## src/rtl/hash_filt_pkg.sv

```systemverilog
package hash_filt_pkg;

  localparam logic [31:0] CRC_POLY = 32'hEDB88320;

  // control word bit positions (software-visible)
  localparam int CTL_PROMISC   = 0;
  localparam int CTL_HASH_UC   = 1;
  localparam int CTL_HASH_MC   = 2;
  localparam int CTL_ALL_MC    = 4;
  localparam int CTL_DROP_BC   = 5;
  localparam int CTL_HASH_OR_X = 10;

  typedef struct packed {
    logic promisc;
    logic hashUc;
    logic hashMc;
    logic allMc;
    logic dropBc;
    logic hashOrExact;
  } filtCtl_t;

  // strobes from control to datapath
  typedef struct packed {
    logic       byteTake;
    logic       byteRestart;
    logic       ctrlWr;
    logic       tblWr;
    logic [7:0] tblSel;
  } hfStrobes_t;

  function automatic logic [31:0] crcByte(input logic [31:0] crcIn, input logic [7:0] data);
    logic [31:0] c;
    logic fb;
    c = crcIn;
    for (int i = 0; i < 8; i++) begin
      fb = c[0] ^ data[i];
      c = {1'b0, c[31:1]} ^ (fb ? CRC_POLY : 32'h0);
    end
    return c;
  endfunction

endpackage

```

## src/rtl/hash_filt_ctrl.sv

```systemverilog
module hash_filt_ctrl
  import hash_filt_pkg::*;
#(
  parameter int ADDR_W      = 8,
  parameter int TABLE_WORDS = 2
) (
  input  logic              clk,
  input  logic              rstN,
  input  logic              inByteValid,
  input  logic              inFirst,
  input  logic              regWrEn,
  input  logic [ADDR_W-1:0] regAddr,
  output hfStrobes_t        stb,
  output logic              doneValid
);

  localparam int CTRL_OFF = 'h00;
  localparam int TBL_OFF  = 'h10;
  localparam int TBL_END  = TBL_OFF + 4 * TABLE_WORDS;
  localparam int LAST_POS = 5;

  logic [2:0] cntQ;
  logic [2:0] pos;
  logic       lastByte;
  logic       doneQ;
  int         addrInt;
  int         tblOffset;

  assign pos      = inFirst ? 3'd0 : cntQ;
  assign lastByte = inByteValid && (pos == 3'(LAST_POS));

  always_ff @(posedge clk) begin
    if (!rstN) begin
      cntQ  <= 3'd0;
      doneQ <= 1'b0;
    end else begin
      doneQ <= lastByte;
      if (inByteValid) begin
        cntQ <= (pos == 3'(LAST_POS)) ? 3'd0 : pos + 3'd1;
      end
    end
  end

  assign doneValid = doneQ;

  always_comb begin
    addrInt   = int'(regAddr);
    tblOffset = addrInt - TBL_OFF;
    stb.byteTake    = inByteValid;
    stb.byteRestart = inByteValid && (pos == 3'd0);
    stb.ctrlWr      = regWrEn && (addrInt == CTRL_OFF);
    stb.tblWr       = regWrEn && (addrInt >= TBL_OFF) && (addrInt < TBL_END)
                      && (regAddr[1:0] == 2'b00);
    stb.tblSel      = 8'(tblOffset >> 2);
  end

endmodule

```

## src/rtl/hash_filt_dp.sv

```systemverilog
module hash_filt_dp
  import hash_filt_pkg::*;
#(
  parameter int TABLE_BITS = 64
) (
  input  logic        clk,
  input  logic        rstN,
  input  hfStrobes_t  stb,
  input  logic        doneValid,
  input  logic [7:0]  inByte,
  input  logic [31:0] regWrData,
  input  logic [47:0] stationAddr,
  output logic        decisionPass
);

  localparam int TABLE_WORDS = TABLE_BITS / 32;
  localparam int IDX_W       = $clog2(TABLE_BITS);
  localparam int SEL_W       = IDX_W - 5;

  logic [31:0] crcQ;
  logic [47:0] addrQ;
  filtCtl_t    ctlQ;
  logic [31:0] tblWordQ [TABLE_WORDS];

  logic [IDX_W-1:0] hashIdx;
  logic [SEL_W-1:0] wordSel;
  logic [4:0]       bitSel;
  logic             hashHit;
  logic             isBcast;
  logic             isMcast;
  logic             exactHit;
  logic             useHash;
  logic             passRaw;

  // top IDX_W bits of bitrev(~crc): bit j of the index is ~crc[IDX_W-1-j]
  function automatic logic [IDX_W-1:0] hashIndex(input logic [31:0] crc);
    logic [31:0] folded;
    logic [31:0] rev;
    folded = ~crc;
    for (int k = 0; k < 32; k++) rev[k] = folded[31-k];
    return rev[31 -: IDX_W];
  endfunction

  always_ff @(posedge clk) begin
    if (!rstN) begin
      crcQ  <= '1;
      addrQ <= '0;
    end else if (stb.byteTake) begin
      crcQ  <= crcByte(stb.byteRestart ? 32'hFFFF_FFFF : crcQ, inByte);
      addrQ <= stb.byteRestart ? {40'h0, inByte} : {addrQ[39:0], inByte};
    end
  end

  always_ff @(posedge clk) begin
    if (!rstN) begin
      ctlQ <= '0;
    end else if (stb.ctrlWr) begin
      ctlQ.promisc     <= regWrData[CTL_PROMISC];
      ctlQ.hashUc      <= regWrData[CTL_HASH_UC];
      ctlQ.hashMc      <= regWrData[CTL_HASH_MC];
      ctlQ.allMc       <= regWrData[CTL_ALL_MC];
      ctlQ.dropBc      <= regWrData[CTL_DROP_BC];
      ctlQ.hashOrExact <= regWrData[CTL_HASH_OR_X];
    end
  end

  for (genvar w = 0; w < TABLE_WORDS; w++) begin : g_tbl
    always_ff @(posedge clk) begin
      if (!rstN) begin
        tblWordQ[w] <= '0;
      end else if (stb.tblWr && (stb.tblSel == 8'(w))) begin
        tblWordQ[w] <= regWrData;
      end
    end
  end

  assign hashIdx  = hashIndex(crcQ);
  assign wordSel  = hashIdx[IDX_W-1:5];
  assign bitSel   = hashIdx[4:0];
  assign hashHit  = tblWordQ[wordSel][bitSel];
  assign isBcast  = &addrQ;
  assign isMcast  = addrQ[40];
  assign exactHit = (addrQ == stationAddr);
  assign useHash  = isMcast ? ctlQ.hashMc : ctlQ.hashUc;

  always_comb begin
    if (ctlQ.promisc) begin
      passRaw = 1'b1;
    end else if (isBcast) begin
      passRaw = !ctlQ.dropBc;
    end else if (isMcast && ctlQ.allMc) begin
      passRaw = 1'b1;
    end else if (useHash) begin
      passRaw = ctlQ.hashOrExact ? (hashHit || exactHit) : hashHit;
    end else begin
      passRaw = exactHit;
    end
  end

  assign decisionPass = doneValid && passRaw;

endmodule

```

## src/rtl/hash_filt_top.sv

```systemverilog
module hash_filt_top
  import hash_filt_pkg::*;
#(
  parameter int TABLE_BITS = 64,
  parameter int ADDR_W     = 8
) (
  input  logic              clk,
  input  logic              rstN,
  input  logic              inByteValid,
  input  logic              inFirst,
  input  logic [7:0]        inByte,
  input  logic              regWrEn,
  input  logic [ADDR_W-1:0] regAddr,
  input  logic [31:0]       regWrData,
  input  logic [47:0]       stationAddr,
  output logic              decisionValid,
  output logic              decisionPass
);

  localparam int TABLE_WORDS = TABLE_BITS / 32;

  hfStrobes_t stb;
  logic       doneValid;

  hash_filt_ctrl #(
    .ADDR_W     (ADDR_W),
    .TABLE_WORDS(TABLE_WORDS)
  ) ctrl_i (
    .clk        (clk),
    .rstN       (rstN),
    .inByteValid(inByteValid),
    .inFirst    (inFirst),
    .regWrEn    (regWrEn),
    .regAddr    (regAddr),
    .stb        (stb),
    .doneValid  (doneValid)
  );

  hash_filt_dp #(
    .TABLE_BITS(TABLE_BITS)
  ) dp_i (
    .clk         (clk),
    .rstN        (rstN),
    .stb         (stb),
    .doneValid   (doneValid),
    .inByte      (inByte),
    .regWrData   (regWrData),
    .stationAddr (stationAddr),
    .decisionPass(decisionPass)
  );

  assign decisionValid = doneValid;

endmodule

```

## config.mk

```make
export PLATFORM = sky130hd
export DESIGN_NAME = hash_filt_top
export DESIGN_NICKNAME = d
export VERILOG_FILES = /design/src/rtl/hash_filt_pkg.sv /design/src/rtl/hash_filt_ctrl.sv /design/src/rtl/hash_filt_dp.sv /design/src/rtl/hash_filt_top.sv
export SDC_FILE = /design/constraint.sdc
export NUM_CORES = 1
export LEC_CHECK = 0
export BUFFER_PORTS_ARGS = -buffer_cell sky130_fd_sc_hd__buf_2
export CORE_ASPECT_RATIO = 0.6
export CORE_MARGIN = 5
export CORE_UTILIZATION = 53
export DETAILED_ROUTE_END_ITERATION = 16
export GPL_ROUTABILITY_DRIVEN = 1
export GPL_TIMING_DRIVEN = 0
export PLACE_DENSITY = 0.86
export SLEW_MARGIN = 20
export SYNTH_ARGS = -nofsm -noshare
export SYNTH_HDL_FRONTEND = slang
export SYNTH_SLANG_ARGS = --single-unit
```

## constraint.sdc

```tcl
create_clock -name clk -period 4.25 [get_ports clk]
set_input_delay 0.425 -clock clk [delete_from_list [all_inputs] [get_ports clk]]
set_output_delay 0.425 -clock clk [all_outputs]
set_load 0.02 [all_outputs]
```

==> impl_metrics.csv <==
group,metric,value,unit
clock_tree,cts_setup_buffers,0,
die,die-height,105,um
critical_path,path_cells,"buf_2 -> buf_2 -> buf_2 -> mux2i_1 -> a22oi_1 -> o211ai_1 -> o211ai_1 -> nand4_1 -> a31oi_1 -> buf_2",
grt,track_usage,0.246,
critical_path,worstPathArrival,2890,ps
synthesis,synth_edf_count,64,
critical_path,cp.depth,10,
die,rows,34,
sta,fin_crit,3310,ps
synthesis,syn-num-nets,850,
clock_tree,cts_sinks,154,
final_layout,drive_gt1_frac,0.199,
critical_path,crit_buf_inv,4,
final_layout,layout_common_cells,"buf_2 (109), nor2_1 (102), dfxtp_1 (90)",
sta,slew_headroom,0.447,
route,vias_per_cell,5.84,
synthesis,synth_top_area_share,0.241,
route,route.vias.total,6270,
sta,max_freq,302,MHz
final_layout,final_cells,1074,
critical_path,worstRegToRegCells,7,
pwr,peakVddDrop,0.270,mV
place,post-dp-hpwl,15700,um
pwr,seq_power_share,0.399,
synthesis,synth.area.top_cells,"edfxtp_1 (24%), dfxtp_1 (23%), xnor2_1 (8.9%), mux2i_1 (8.3%), xor2_1 (5.7%)",
route,ant_nets,0,
synthesis,ys_types,42,
final_layout,fillers,1129,
synthesis,yosys.area.top_type,"edfxtp_1",
hold_path,hold_path.class,"primary input to register",
hold_path,whs_endpoint,"dp_i.ctlQ[2]",
route,totalWireLength,21600,um
synthesis,synth-xor-area-share,0.172,
sta,hold_viol,0,
clock_tree,cts_tree,"done",
die,core,0.0146,mm^2
critical_path,worstSetupStartpointType,"register",
route,initialDrtViolationCount,805,
outcome,status,"finished, final reports clean",
route,wire_per_inst,20.1,um
place,dp_cells,1042,
grt,grt_pass1_vias,6056,
synthesis,synth_adder_area_share,0,
grt,grt_max_degree,33,
synthesis,syn_inst,749,
die,die_x,168,um
sta,tightestPinTransition,829,ps
pwr,p_total,4290,uW
sta,fin_skew,8.58,ps
synthesis,ys_async_sr_fraction,0,
route,drt_first_pass_iters,5,
pwr,switching_share,0.315,
critical_path,reg2reg_to,"dp_i.crcQ[3]",
grt,overflow,0,
critical_path,cp-end-kind,"primary output",
sta,fin_setup_tns,0,ps
sta,rsz0062_at_grt,"false",
grt,grt_pass1_wl,33800,um
synthesis,synth_top_family_by_area,"XOR/XNOR gates",
critical_path,r2r-start,"ctrl_i.cntQ[0]",
synthesis,synth_compound_area_frac,0.0437,
pwr,power.switching,1350,uW
synthesis,synth-main-ff-cell,"dfxtp_1",
sta,fin_crit_sh,0.780,
clock_tree,cts_buffers,17,
clock_tree,h-tree-depth,4,
place,portBuffers,94,
place,gp_congestion,0.966,
synthesis,synth-simple-area-share,0.169,
critical_path,slowest_stage,"buf_2",
sta,final_max_slew_viol_count,0,
critical_path,cp_top_family,"buffers and inverters",
synthesis,synth_mux_area_frac,0.122,
die,start_util,0.546,
pwr,leakage,0.00372,uW
die,die_area,0.0177,mm^2
clock_tree,clockBufferDepth,2,
clock_tree,cts_hold_buf,0,
synthesis,ys_seq_area_frac,0.466,
final_layout,antenna_cells,0,
pwr,intPower,2940,uW
clock_tree,cts.root.buffer_cell,"clkbuf_16",
synthesis,ys_seq_elements,154,
synthesis,ys.warnings.count,0,
critical_path,required,3830,ps
final_layout,area_growth,16.8,%
flow_run,drv_cap,0,
final_layout,nets,964,
route,drt_drc_violations_left,0,
sta,setup_viol,0,
pwr,pwr-share-clk,0.343,
grt,antenna_found_initial,0,
critical_path,crit_type,"register to primary output",
critical_path,worst-path-max-fanout,10,
clock_tree,ctsResizeCount,0,
pwr,comb_power_share,0.258,
synthesis,netlist_area,0.00799,mm^2
final_layout,final_common_cell,"buf_2",
clock_tree,worstSkewPairLatency,420,ps
hold_path,whs_path_depth,3,
hold_path,min_from,"regWrData[4]",
synthesis,avgSynthCellArea,10.7,um^2
pwr,power.density,460,mW/mm^2
critical_path,cp_slowest_stage_delay,360,ps
clock_tree,clk_pin_slew,70,ps
sta,holdWs,276,ps
die,boundaryPins,103,
critical_path,cp_common_cell,"buf_2",
critical_path,rrSetupSlack,1930,ps
## stage by stage
| step | instance area, um^2 | util | setup WS (ps) |
|---|---|---|---|
| detailed placement | 8740 | 0.598 | 1400 |
| CTS | 9320 | 0.637 | 936 |
| floorplan | 7990 | - | 117 |
| finish | 9320 | 0.637 | 935 |
| global placement | 8700 | 0.595 | -1290 |
| global route | 9320 | 0.637 | 725 |
## state kept, by name, indices dropped and copies added, names as in the netlist
register          count
ctrl_i.cntQ           3
ctrl_i.doneValid      1
dp_i.addrQ           48
dp_i.crcQ            32
dp_i.ctlQ             6
dp_i.tblWordQ        64
## Yosys cell counts, drive strengths merged (4+ instances only)
| cell type | number |
|---|---|
| o21ai | 21 |
| edfxtp | 64 |
| xor2 | 52 |
| xnor2 | 89 |
| a22oi | 10 |
| nor3 | 14 |
| mux2i | 66 |
| nor4 | 16 |
| nand3 | 7 |
| nand2 | 25 |
| a21oi | 10 |
| mux4 | 13 |
| dfxtp | 90 |
| nor2 | 103 |
| nand4 | 19 |
| buf | 19 |
| o211ai | 8 |
| and2 | 65 |
| clkbuf | 30 |
| nor2b | 4 |
## layout make-up
| type | count | area, um^2 | area share |
|---|---|---|---|
| Multi-Input combinational cell | 543 | 4060 | 0.436 |
| Sequential cell | 154 | 3720 | 0.399 |
| Timing Repair Buffer | 95 | 498 | 0.0534 |
| Clock buffer | 17 | 425 | 0.0456 |
| Tap cell | 198 | 248 | 0.0266 |
| Buffer | 49 | 203 | 0.0217 |
| Clock inverter | 15 | 153 | 0.0164 |
| Inverter | 3 | 11.3 | 0.00121 |
## routing by layer
layer / global-route usage / share of wire / wire, um
met4: 0.0614 / 0.015 / 322
met1: 0.374 / 0.44 / 9420
met2: 0.342 / 0.42 / 9070
met5: 0 / 0 / 0
met3: 0.0732 / 0.13 / 2750
## how the worst max path moves through the flow
stage / from / to / slack [ps]
finish: dp_i.crcQ[5] / decisionPass / 940
global route: dp_i.crcQ[5] / decisionPass / 720
CTS: dp_i.crcQ[5] / decisionPass / 940
global placement: regAddr[6] / dp_i.tblWordQ[0][13] / -1290
floorplan: regAddr[6] / dp_i.tblWordQ[0][0] / 120
detailed placement: dp_i.crcQ[5] / decisionPass / 1400
## cells by family (layout without fill, tap and decap cells)
family / after synthesis / after routing
AND/OR/NAND/NOR: 262 / 262
flip-flops: 154 / 154
XOR/XNOR: 144 / 144
multiplexers: 81 / 81
AO/OA/AOI/OAI: 56 / 56
buffers and inverters: 52 / 179
## worst min-delay path, cell delays in order
cell and delay (ps):
buf_2 100, mux2i_1 60, nor2_1 70
## power by group through the flow
stage               sequential (uW)  clock, uW  combinational (uW)
floorplan                      1720          0                 834
global placement               1740          0                1050
detailed placement             1740          0                1070
CTS                            1710       1480                1090
global route                   1720       1550                1190
finish                         1710       1470                1110
Note: power is estimated with default switching activity, not from simulation.
